File: config.mk
export PLATFORM = sky130hd
export DESIGN_NAME = sram_async_ctrl
export DESIGN_NICKNAME = d
export VERILOG_FILES = /design/src/rtl/sram_ctrl_pkg.sv /design/src/rtl/sram_wait_timer.sv /design/src/rtl/sram_lane_io.sv /design/src/rtl/sram_seq_fsm.sv /design/src/rtl/sram_async_ctrl.sv
export SDC_FILE = /design/constraint.sdc
export NUM_CORES = 1
export LEC_CHECK = 0
export ABC_AREA = 0
export CORE_MARGIN = 4
export CORE_UTILIZATION = 25
export CTS_CLUSTER_SIZE = 24
export DETAILED_ROUTE_END_ITERATION = 10
export DONT_BUFFER_PORTS = 1
export PLACE_DENSITY = 0.36
export SYNTH_ARGS = -nofsm -noshare
export SYNTH_HDL_FRONTEND = slang
export SYNTH_HIERARCHICAL = 1
export SYNTH_SLANG_ARGS = --single-unit
File: constraint.sdc
create_clock -name clk -period 3.1 [get_ports clk]
set_input_delay 0.93 -clock clk [delete_from_list [all_inputs] [get_ports clk]]
set_output_delay 0.93 -clock clk [all_outputs]
set_load 0.005 [all_outputs]
File: src/rtl/sram_ctrl_pkg.sv
package sram_ctrl_pkg;

    typedef enum logic [2:0] {
        ST_IDLE,
        ST_RD_ACCESS,
        ST_RD_DONE,
        ST_WR_SETUP,
        ST_WR_PULSE,
        ST_WR_HOLD,
        ST_WR_GAP
    } seq_state_t;

    typedef struct packed {
        logic ce_n;
        logic we_n;
        logic oe_n;
        logic lanes_on;
        logic drive;
    } strobe_t;

    localparam strobe_t STROBE_IDLE = '{ce_n: 1'b1, we_n: 1'b1, oe_n: 1'b1,
                                         lanes_on: 1'b0, drive: 1'b0};

endpackage

File: src/rtl/sram_wait_timer.sv
module sram_wait_timer #(
    parameter int CNT_W = 2
) (
    input  logic             clk,
    input  logic             rst_n,
    input  logic             load,
    input  logic [CNT_W-1:0] load_val,
    output logic             done
);

    logic [CNT_W-1:0] cnt_q;

    always_ff @(posedge clk) begin
        if (!rst_n) begin
            cnt_q <= '0;
        end else if (load) begin
            cnt_q <= load_val;
        end else if (cnt_q != '0) begin
            cnt_q <= cnt_q - 1'b1;
        end
    end

    assign done = (cnt_q == '0);

endmodule

File: src/rtl/sram_lane_io.sv
module sram_lane_io #(
    parameter int ADDR_W = 16,
    parameter int DATA_W = 16,
    parameter int LANES  = DATA_W / 8
) (
    input  logic              clk,
    input  logic              rst_n,
    input  logic              accept,
    input  logic [ADDR_W-1:0] in_addr,
    input  logic [DATA_W-1:0] in_wdata,
    input  logic [LANES-1:0]  in_be,
    input  logic              capture,
    input  logic              drive,
    input  logic              lanes_on,
    input  logic [DATA_W-1:0] dq_i,
    output logic [ADDR_W-1:0] mem_addr,
    output logic [LANES-1:0]  bsel_n,
    output logic [DATA_W-1:0] dq_o,
    output logic              dq_oe,
    output logic [DATA_W-1:0] rdata
);

    logic [ADDR_W-1:0] addr_q;
    logic [DATA_W-1:0] wdata_q;
    logic [LANES-1:0]  be_q;

    always_ff @(posedge clk) begin
        if (!rst_n) begin
            addr_q  <= '0;
            wdata_q <= '0;
            be_q    <= '0;
        end else if (accept) begin
            addr_q  <= in_addr;
            wdata_q <= in_wdata;
            be_q    <= in_be;
        end
    end

    genvar gl;
    generate
        for (gl = 0; gl < LANES; gl++) begin : g_lane
            assign bsel_n[gl] = ~(lanes_on & be_q[gl]);

            always_ff @(posedge clk) begin
                if (!rst_n) begin
                    rdata[gl*8 +: 8] <= '0;
                end else if (capture) begin
                    rdata[gl*8 +: 8] <= be_q[gl] ? dq_i[gl*8 +: 8] : 8'h00;
                end
            end
        end
    endgenerate

    assign mem_addr = addr_q;
    assign dq_o     = wdata_q;
    assign dq_oe    = drive;

    AST_WDATA_HELD: assert property (@(posedge clk) disable iff (!rst_n)
        (dq_oe && $past(dq_oe)) |-> $stable(dq_o));

    AST_ADDR_HELD: assert property (@(posedge clk) disable iff (!rst_n)
        (!(&bsel_n) && $past(!(&bsel_n))) |-> $stable(mem_addr));

endmodule

File: src/rtl/sram_seq_fsm.sv
module sram_seq_fsm
    import sram_ctrl_pkg::*;
#(
    parameter int RD_CYCLES = 2,
    parameter int WR_CYCLES = 2,
    parameter int CNT_W     = 2
) (
    input  logic             clk,
    input  logic             rst_n,
    input  logic             req,
    input  logic             req_we,
    input  logic             timer_done,
    output logic             ready,
    output logic             accept,
    output logic             timer_load,
    output logic [CNT_W-1:0] timer_val,
    output logic             capture,
    output logic             rvalid,
    output logic             ce_n,
    output logic             we_n,
    output logic             oe_n,
    output logic             lanes_on,
    output logic             drive
);

    localparam logic [CNT_W-1:0] RD_LOAD = CNT_W'(RD_CYCLES - 1);
    localparam logic [CNT_W-1:0] WR_LOAD = CNT_W'(WR_CYCLES - 1);

    seq_state_t state_q, state_d;
    strobe_t    strb;

    always_ff @(posedge clk) begin
        if (!rst_n) begin
            state_q <= ST_IDLE;
        end else begin
            state_q <= state_d;
        end
    end

    always_comb begin
        state_d    = state_q;
        accept     = 1'b0;
        timer_load = 1'b0;
        timer_val  = RD_LOAD;
        capture    = 1'b0;
        unique case (state_q)
            ST_IDLE: begin
                if (req) begin
                    accept = 1'b1;
                    if (req_we) begin
                        state_d = ST_WR_SETUP;
                    end else begin
                        timer_load = 1'b1;
                        state_d    = ST_RD_ACCESS;
                    end
                end
            end
            ST_RD_ACCESS: begin
                if (timer_done) begin
                    capture = 1'b1;
                    state_d = ST_RD_DONE;
                end
            end
            ST_RD_DONE:  state_d = ST_IDLE;
            ST_WR_SETUP: begin
                timer_load = 1'b1;
                timer_val  = WR_LOAD;
                state_d    = ST_WR_PULSE;
            end
            ST_WR_PULSE: begin
                if (timer_done) begin
                    state_d = ST_WR_HOLD;
                end
            end
            ST_WR_HOLD:  state_d = ST_WR_GAP;
            ST_WR_GAP:   state_d = ST_IDLE;
            default:     state_d = ST_IDLE;
        endcase
    end

    always_comb begin
        strb   = STROBE_IDLE;
        ready  = 1'b0;
        rvalid = 1'b0;
        unique case (state_q)
            ST_IDLE:      ready = 1'b1;
            ST_RD_ACCESS: begin
                strb.ce_n     = 1'b0;
                strb.oe_n     = 1'b0;
                strb.lanes_on = 1'b1;
            end
            ST_RD_DONE:   rvalid = 1'b1;
            ST_WR_SETUP, ST_WR_HOLD: begin
                strb.ce_n     = 1'b0;
                strb.lanes_on = 1'b1;
                strb.drive    = 1'b1;
            end
            ST_WR_PULSE: begin
                strb.ce_n     = 1'b0;
                strb.we_n     = 1'b0;
                strb.lanes_on = 1'b1;
                strb.drive    = 1'b1;
            end
            ST_WR_GAP:    ;
            default:      ;
        endcase
    end

    assign ce_n     = strb.ce_n;
    assign we_n     = strb.we_n;
    assign oe_n     = strb.oe_n;
    assign lanes_on = strb.lanes_on;
    assign drive    = strb.drive;

    AST_STANDBY_WHEN_READY: assert property (@(posedge clk) disable iff (!rst_n)
        ready |-> ce_n);

    AST_STROBE_NEEDS_SELECT: assert property (@(posedge clk) disable iff (!rst_n)
        (!oe_n || !we_n) |-> !ce_n);

    AST_NO_BUS_FIGHT: assert property (@(posedge clk) disable iff (!rst_n)
        drive |-> (oe_n && we_n == we_n));

    AST_READ_WE_HIGH: assert property (@(posedge clk) disable iff (!rst_n)
        !oe_n |-> we_n);

    AST_TURNAROUND_GAP: assert property (@(posedge clk) disable iff (!rst_n)
        $past(drive) |-> oe_n);

    AST_WE_RISE_DATA_ON: assert property (@(posedge clk) disable iff (!rst_n)
        $rose(we_n) |-> (drive && !ce_n));

    AST_BUSY_AFTER_ACCEPT: assert property (@(posedge clk) disable iff (!rst_n)
        (req && ready) |=> !ready);

    AST_VALID_SINGLE: assert property (@(posedge clk) disable iff (!rst_n)
        rvalid |=> !rvalid);

    AST_VALID_AFTER_READ: assert property (@(posedge clk) disable iff (!rst_n)
        rvalid |-> $past(!oe_n));

endmodule

File: src/rtl/sram_async_ctrl.sv
module sram_async_ctrl #(
    parameter int ADDR_W    = 16,
    parameter int DATA_W    = 16,
    parameter int RD_CYCLES = 2,
    parameter int WR_CYCLES = 2
) (
    input  logic                  clk,
    input  logic                  rst_n,
    input  logic                  req,
    input  logic                  req_we,
    input  logic [ADDR_W-1:0]     req_addr,
    input  logic [DATA_W-1:0]     req_wdata,
    input  logic [DATA_W/8-1:0]   req_be,
    output logic                  ready,
    output logic                  rsp_valid,
    output logic [DATA_W-1:0]     rsp_rdata,
    output logic [ADDR_W-1:0]     mem_addr,
    output logic                  mem_ce_n,
    output logic                  mem_we_n,
    output logic                  mem_oe_n,
    output logic [DATA_W/8-1:0]   mem_bsel_n,
    output logic [DATA_W-1:0]     mem_dq_o,
    output logic                  mem_dq_oe,
    input  logic [DATA_W-1:0]     mem_dq_i
);

    localparam int LANES    = DATA_W / 8;
    localparam int MAX_WAIT = (RD_CYCLES > WR_CYCLES) ? RD_CYCLES : WR_CYCLES;
    localparam int CNT_W    = (MAX_WAIT > 1) ? $clog2(MAX_WAIT) : 1;

    logic             accept;
    logic             timer_load;
    logic [CNT_W-1:0] timer_val;
    logic             timer_done;
    logic             capture;
    logic             lanes_on;
    logic             drive;

    sram_seq_fsm #(
        .RD_CYCLES (RD_CYCLES),
        .WR_CYCLES (WR_CYCLES),
        .CNT_W     (CNT_W)
    ) u_fsm (
        .clk        (clk),
        .rst_n      (rst_n),
        .req        (req),
        .req_we     (req_we),
        .timer_done (timer_done),
        .ready      (ready),
        .accept     (accept),
        .timer_load (timer_load),
        .timer_val  (timer_val),
        .capture    (capture),
        .rvalid     (rsp_valid),
        .ce_n       (mem_ce_n),
        .we_n       (mem_we_n),
        .oe_n       (mem_oe_n),
        .lanes_on   (lanes_on),
        .drive      (drive)
    );

    sram_wait_timer #(
        .CNT_W (CNT_W)
    ) u_timer (
        .clk      (clk),
        .rst_n    (rst_n),
        .load     (timer_load),
        .load_val (timer_val),
        .done     (timer_done)
    );

    sram_lane_io #(
        .ADDR_W (ADDR_W),
        .DATA_W (DATA_W),
        .LANES  (LANES)
    ) u_lane_io (
        .clk      (clk),
        .rst_n    (rst_n),
        .accept   (accept),
        .in_addr  (req_addr),
        .in_wdata (req_wdata),
        .in_be    (req_be),
        .capture  (capture),
        .drive    (drive),
        .lanes_on (lanes_on),
        .dq_i     (mem_dq_i),
        .mem_addr (mem_addr),
        .bsel_n   (mem_bsel_n),
        .dq_o     (mem_dq_o),
        .dq_oe    (mem_dq_oe),
        .rdata    (rsp_rdata)
    );

    AST_DRIVE_ONLY_OE_OFF: assert property (@(posedge clk) disable iff (!rst_n)
        mem_dq_oe |-> mem_oe_n);

    AST_LANES_NEED_SELECT: assert property (@(posedge clk) disable iff (!rst_n)
        mem_ce_n |-> (&mem_bsel_n));

endmodule

# Word level (Yosys, flattened, before mapping)
# Cells that the tools add are included.
# word_totals
reg_bits	54
output_inout_bits	56
elab_cells	47
# classes
add_sub_neg	1
n_eq_ne	8
mux	23
bitwise	4
n_reduce_logical	4
# ops
cell	n
$mux W8	2
$mux W1	15
$pmux W3 S5	1
$mux W3	3
$eq A3 B2 Y1 const B	2
$eq A3 B3 Y1 const B	2
$ne A2 B2 Y1 const B	3
$reduce_or A4 Y1	1
$eq A3 B1 Y1 const B	1
$logic_not A3 Y1	1
$reduce_and A3 Y1	1
$reduce_or A3 Y1	1
$and A1 B1 Y1	2
$mux W2	1
$not A1 Y1	2
$pmux W1 S2	1
$sub A1 B1 Y1 const B	1

# Longest topological paths before layout
# logic_depth
word_depth	5
depth_mapped	7
mapped_depth_nobuf	5

# By module
# The synthesis kept the hierarchy.
# modules_own_cells
mod	instances	cells_each	area_per_inst_um2
sram_lane_io	1	185	1989.4
sram_seq_fsm	1	33	269.0
sram_wait_timer	1	3	30.0

# Worst setup path before layout
# No wires, ideal clock.
# synth_path
path_kind	register to output
from	reg u_fsm.state_q[2]
to	out mem_dq_oe
arrival_time_ns	0.843
path_slack_ns	1.327
stages_incl_launch_ff	5
cell_sequence	dfxtp_1 buf_2 nand3b_1 nand2_1 buf_4
# synth_via
elab_chain_cells	3
# synth_lines
item	line_no	rtl
start, declared	sram_seq_fsm.sv:29	seq_state_t state_q, state_d;
start signal, assigned	sram_seq_fsm.sv:36	state_q <= state_d;
$eq A3 B2 Y1 or $eq A3 B3 Y1 (tied branches)	sram_seq_fsm.sv:85	unique case (state_q)
$reduce_or A3 Y1 (no line) *	n/a	
$mux W1 *	sram_seq_fsm.sv:85	
end, declared	sram_async_ctrl.sv:23	output logic mem_dq_oe,
# Every way passes the cells marked *; elsewhere a longest branch is shown, timed or not.

# Worst setup path after layout
# layout_path
from	reg u_fsm.state_q[2]
to	out mem_bsel_n[0]
# layout_via
elab_chain_cells	5
# layout_lines
item	line_no	rtl
$eq A3 B1 Y1, or another cell as far along	sram_seq_fsm.sv:85	
$reduce_or A4 Y1 (no line) *	n/a	
$mux W1 *	sram_seq_fsm.sv:85	
named net lanes_on	sram_async_ctrl.sv:36	logic lanes_on;
$and A1 B1 Y1 *	sram_lane_io.sv:42	assign bsel_n[gl] = ~(lanes_on & be_q[gl]);
$not A1 Y1 *	sram_lane_io.sv:42	
end, declared	sram_async_ctrl.sv:21	output logic [DATA_W/8-1:0] mem_bsel_n,
# The timed path passes the listed nets; every way through them passes the cells marked *.

==> impl_results.html <==
<table>
<tr><th>Metric</th><th>Value</th></tr>
<tr><th colspan="2">Status</th></tr>
<tr><td>Status</td><td>finished, final reports clean</td></tr>
<tr><th colspan="2">CTS</th></tr>
<tr><td>CTS tree</td><td>done</td></tr>
<tr><td>Number of levels in the clock H-tree</td><td>2</td></tr>
<tr><td>Number of post-CTS setup repair buffers</td><td>0</td></tr>
<tr><td>Clock latency on the worst-skew pair</td><td>300 ps</td></tr>
<tr><td>Clock edge transition at the registers on the reported setup and hold paths</td><td>100 ps</td></tr>
<tr><td>Library cell used as clock root buffer</td><td>sky130_fd_sc_hd__clkbuf_8</td></tr>
<tr><td>Number of buffers created by CTS</td><td>5</td></tr>
<tr><td>Quantity of hold-fixing buffers added after cts</td><td>0</td></tr>
<tr><td>Post-CTS resize count</td><td>0</td></tr>
<tr><td>Buffer depth of the longest clock path</td><td>2</td></tr>
<tr><td>Number of sinks driven by the clock tree</td><td>54</td></tr>
<tr><th colspan="2">Power</th></tr>
<tr><td>Worst IR Drop VDD</td><td>198 uV</td></tr>
<tr><td>Power density of the placed cells</td><td>573 nW/um^2</td></tr>
<tr><td>Leakage component of the power</td><td>0.923 nW</td></tr>
<tr><th colspan="2">GRT</th></tr>
<tr><td>Global route overflow</td><td>0</td></tr>
<tr><td>Met2 GRT Util</td><td>14.8%</td></tr>
<tr><td>Global routing usage on met3</td><td>4.35%</td></tr>
<tr><td>Global-route layer with the greatest usage</td><td>met2</td></tr>
<tr><td>Antenna violations before repair</td><td>0</td></tr>
<tr><td>Via count of the first global-routing pass</td><td>1,450</td></tr>
<tr><td>Global-route wire length before repair</td><td>8.11 mm</td></tr>
<tr><td>Aggregate global-route resource usage</td><td>9.28%</td></tr>
<tr><td>Met1 track utilization from global routing</td><td>10.8%</td></tr>
<tr><td>Pin count of the biggest net entering global routing</td><td>70</td></tr>
<tr><th colspan="2">Synth</th></tr>
<tr><td>Synth warnings</td><td>6</td></tr>
<tr><td>Number of flops mapped to enable cells by yosys</td><td>0</td></tr>
<tr><td>Async set-or-reset flop fraction in the synthesized netlist</td><td>0%</td></tr>
<tr><td>Gate count after technology mapping</td><td>221</td></tr>
<tr><td>Largest area contributor in the synthesized netlist</td><td>sky130_fd_sc_hd__dfxtp_1</td></tr>
<tr><td>Post-synthesis average cell area</td><td>10.4 sq um</td></tr>
<tr><td>Synth unique cells</td><td>30</td></tr>
<tr><td>Prevailing post-synth register cell</td><td>sky130_fd_sc_hd__dfxtp_1</td></tr>
<tr><td>Most frequent cell after synthesis</td><td>sky130_fd_sc_hd__dfxtp_1</td></tr>
<tr><td>Yosys top cell area share</td><td>47.2%</td></tr>
<tr><td>Most frequent cells after synthesis</td><td>54 x sky130_fd_sc_hd__dfxtp_1, 34 x sky130_fd_sc_hd__mux2i_1, 34 x sky130_fd_sc_hd__nor2b_1, 21 x sky130_fd_sc_hd__nand2_1, 17 x sky130_fd_sc_hd__nand3b_1</td></tr>
<tr><td>Sequential cell area fraction in the yosys report</td><td>47.2%</td></tr>
<tr><td>Net count of the mapped netlist</td><td>275</td></tr>
<tr><td>Cell types with the largest area share after synthesis</td><td>sky130_fd_sc_hd__dfxtp_1 47%, sky130_fd_sc_hd__mux2i_1 15%, sky130_fd_sc_hd__nor2b_1 9.3%</td></tr>
<tr><td>Synthesized flop and latch total</td><td>54</td></tr>
<tr><td>Cell area after technology mapping</td><td>2290 sq um</td></tr>
<tr><th colspan="2">Setup path</th></tr>
<tr><td>Maximum net fanout on the critical path</td><td>13</td></tr>
<tr><td>Type of element launching the critical path</td><td>flip-flop</td></tr>
<tr><td>Top Family by Delay on Critical Path</td><td>flip-flops</td></tr>
<tr><td>Nature of the critical path endpoint</td><td>primary output</td></tr>
<tr><td>Worst Path Required</td><td>2170 ps</td></tr>
<tr><td>Highest-delay cell along the critical path</td><td>sky130_fd_sc_hd__dfxtp_1</td></tr>
<tr><td>Worst R2R Setup Slack</td><td>1110 ps</td></tr>
<tr><td>Number of buffer and inverter instances along the worst setup path</td><td>0</td></tr>
<tr><td>Class of the most critical setup path</td><td>reg -&gt; out</td></tr>
<tr><td>Worst path max stage delay</td><td>620 ps</td></tr>
<tr><td>Crit path DAT</td><td>1340 ps</td></tr>
<tr><td>CP cell instances</td><td>nor2_1 &gt; a21oi_1 &gt; nand2_1</td></tr>
<tr><th colspan="2">Timing</th></tr>
<tr><td>Max_slew headroom</td><td>65.6%</td></tr>
<tr><td>Period Utilization, post-route</td><td>73.1%</td></tr>
<tr><td>Number of failing setup endpoints in the final timing report</td><td>0</td></tr>
<tr><td>Final Max Tran Viols</td><td>0</td></tr>
<tr><td>RSZ-0062 raised after global routing</td><td>false</td></tr>
<tr><td>Transition time at the pin with the least slew margin</td><td>517 ps</td></tr>
<tr><td>Final clock skew</td><td>4.53 ps</td></tr>
<tr><td>Least setup slack across all paths after layout</td><td>834 ps</td></tr>
<tr><td>Timing-limited maximum frequency</td><td>0.441 GHz</td></tr>
<tr><td>Count of final hold-check violations</td><td>0</td></tr>
<tr><td>Min cycle time layout</td><td>2270 ps</td></tr>
<tr><td>Setup TNS after final layout</td><td>0 ps</td></tr>
<tr><th colspan="2">Drt</th></tr>
<tr><td>Initial DRC Count</td><td>37</td></tr>
<tr><td>Vias</td><td>1,435</td></tr>
<tr><td>DRC violations left</td><td>0</td></tr>
<tr><td>Detail-routed via count per cell</td><td>4.50</td></tr>
<tr><td>Drt wl/cell</td><td>15.7 microns</td></tr>
<tr><td>Detailed-router iteration count before antenna repair</td><td>4</td></tr>
<tr><td>Total detailed-routing wirelength</td><td>5.01 mm</td></tr>
<tr><td>Count of antenna-violating nets left after detailed routing</td><td>0</td></tr>
<tr><th colspan="2">Worst hold path</th></tr>
<tr><td>Class of the tightest hold or removal check</td><td>reg -&gt; reg</td></tr>
<tr><th colspan="2">Floorplan</th></tr>
<tr><td>Die height</td><td>104 microns</td></tr>
<tr><td>Area of the core region</td><td>8810 sq um</td></tr>
<tr><td>Starting density of the core</td><td>26.0%</td></tr>
<tr><td>Area enclosed by the die boundary</td><td>10,700 sq um</td></tr>
<tr><td>Number of top-level design ports</td><td>110</td></tr>
<tr><td>Die width</td><td>104 microns</td></tr>
<tr><td>FP Rows</td><td>34</td></tr>
<tr><th colspan="2">Place</th></tr>
<tr><td>Detailed placer's ending HPWL</td><td>3.41 mm</td></tr>
<tr><td>Worst setup slack before clock tree synthesis</td><td>960 ps</td></tr>
<tr><td>Final estimated routing congestion in global placement</td><td>0.632</td></tr>
<tr><td>Count of buffers from port buffering</td><td>0</td></tr>
<tr><th colspan="2">Final layout</th></tr>
<tr><td># diodes</td><td>0</td></tr>
<tr><td>Synth-to-Final Area Change</td><td>3.39%</td></tr>
<tr><td>Post-layout net count</td><td>264</td></tr>
<tr><td>Share of layout cells above drive strength 1</td><td>8.53%</td></tr>
<tr><th colspan="2">Flow run</th></tr>
<tr><td>Reported max-cap violation count</td><td>0</td></tr>
</table>
cell families after synthesis:
kind of cell / count (synthesis) / share of synthesized area, %
compound gates: 7 / 2.35
simple gates: 102 / 27.5
mux: 34 / 14.9
buf+inv: 23 / 7.87
flops: 54 / 47.2
other cells: 1 / 0.164
power by group:
part / internal, W / switching (W) / total (W)
combinational: 0.0000885 / 0.0000782 / 0.000167
sequential: 0.000737 / 0.0000449 / 0.000782
clock: 0.000181 / 0.000225 / 0.000406
stage by stage:
| step | total power [W] | utilization [%] | hold WS, ps | cells | cell area, sq um |
|---|---|---|---|---|---|
| 5_1_grt | 0.00144 | 26.9 | 509 | 319 | 2370 |
| 3_5_place_dp | 0.000970 | 25.8 | 484 | 311 | 2270 |
| 2_1_floorplan | 0.000973 | - | 463 | 221 | 2290 |
| 4_1_cts | 0.00139 | 26.9 | 501 | 319 | 2370 |
| 3_3_place_gp | 0.000971 | 25.8 | 484 | 311 | 2270 |
| 6_report | 0.00135 | 26.9 | 496 | 319 | 2370 |
placed cells by master, fill, tap and decap left out, drive strengths merged:
master / instances
a21oi: 3
and2: 3
dfxtp: 54
mux2i: 34
nand2: 21
or4b: 1
nor3: 2
conb: 1
clkinv: 1
nand4: 16
o21ai: 1
nor2: 3
a21boi: 1
inv: 2
nand3b: 17
and3: 1
or3b: 1
buf: 3
nand2b: 2
a2111oi: 1
a21o: 1
clkbuf: 7
nor2b: 34
nand4bb: 1
per-layer routing:
layer / share of wire, % / routed length [microns]
met3: 9.9 / 496
met2: 46 / 2310
met1: 42 / 2120
met5: 0 / 0
met4: 1.6 / 78
registers in the layout (all words and copies together), names as in the netlist:
register / count
u_fsm/state_q: 3
u_lane_io/be_q: 2
u_lane_io/dq_o: 16
u_lane_io/mem_addr: 16
u_lane_io/rdata: 16
u_timer/cnt_q: 1
worst min-delay path: cells and delay by family, from the launching register on:
| kind | cells | cell delay [ps] |
|---|---|---|
| DFF | 1 | 340 |
| and+or+nand+nor | 2 | 130 |
worst paths after layout:
| path | startpoint | cells after the start | endpoint |
|---|---|---|---|
| max reg2reg | u_fsm/state_q[2] | 5 | u_lane_io/mem_addr[10] |
| max | u_fsm/state_q[2] | 3 | mem_bsel_n[0] |
| min | u_lane_io/rdata[10] | 2 | u_lane_io/rdata[10] |
| min reg2reg | u_lane_io/rdata[10] | 2 | u_lane_io/rdata[10] |
area by class of cell:
class	instances	area (sq um)
Clock buffer	7	86.3
Clock inverter	1	5.00
Fill cell	948	6440
Inverter	2	7.51
Multi-Input combinational cell	144	1030
Sequential cell	54	1080
Tap cell	108	135
Timing Repair Buffer	3	22.5
(Power assumes the default switching activity.)
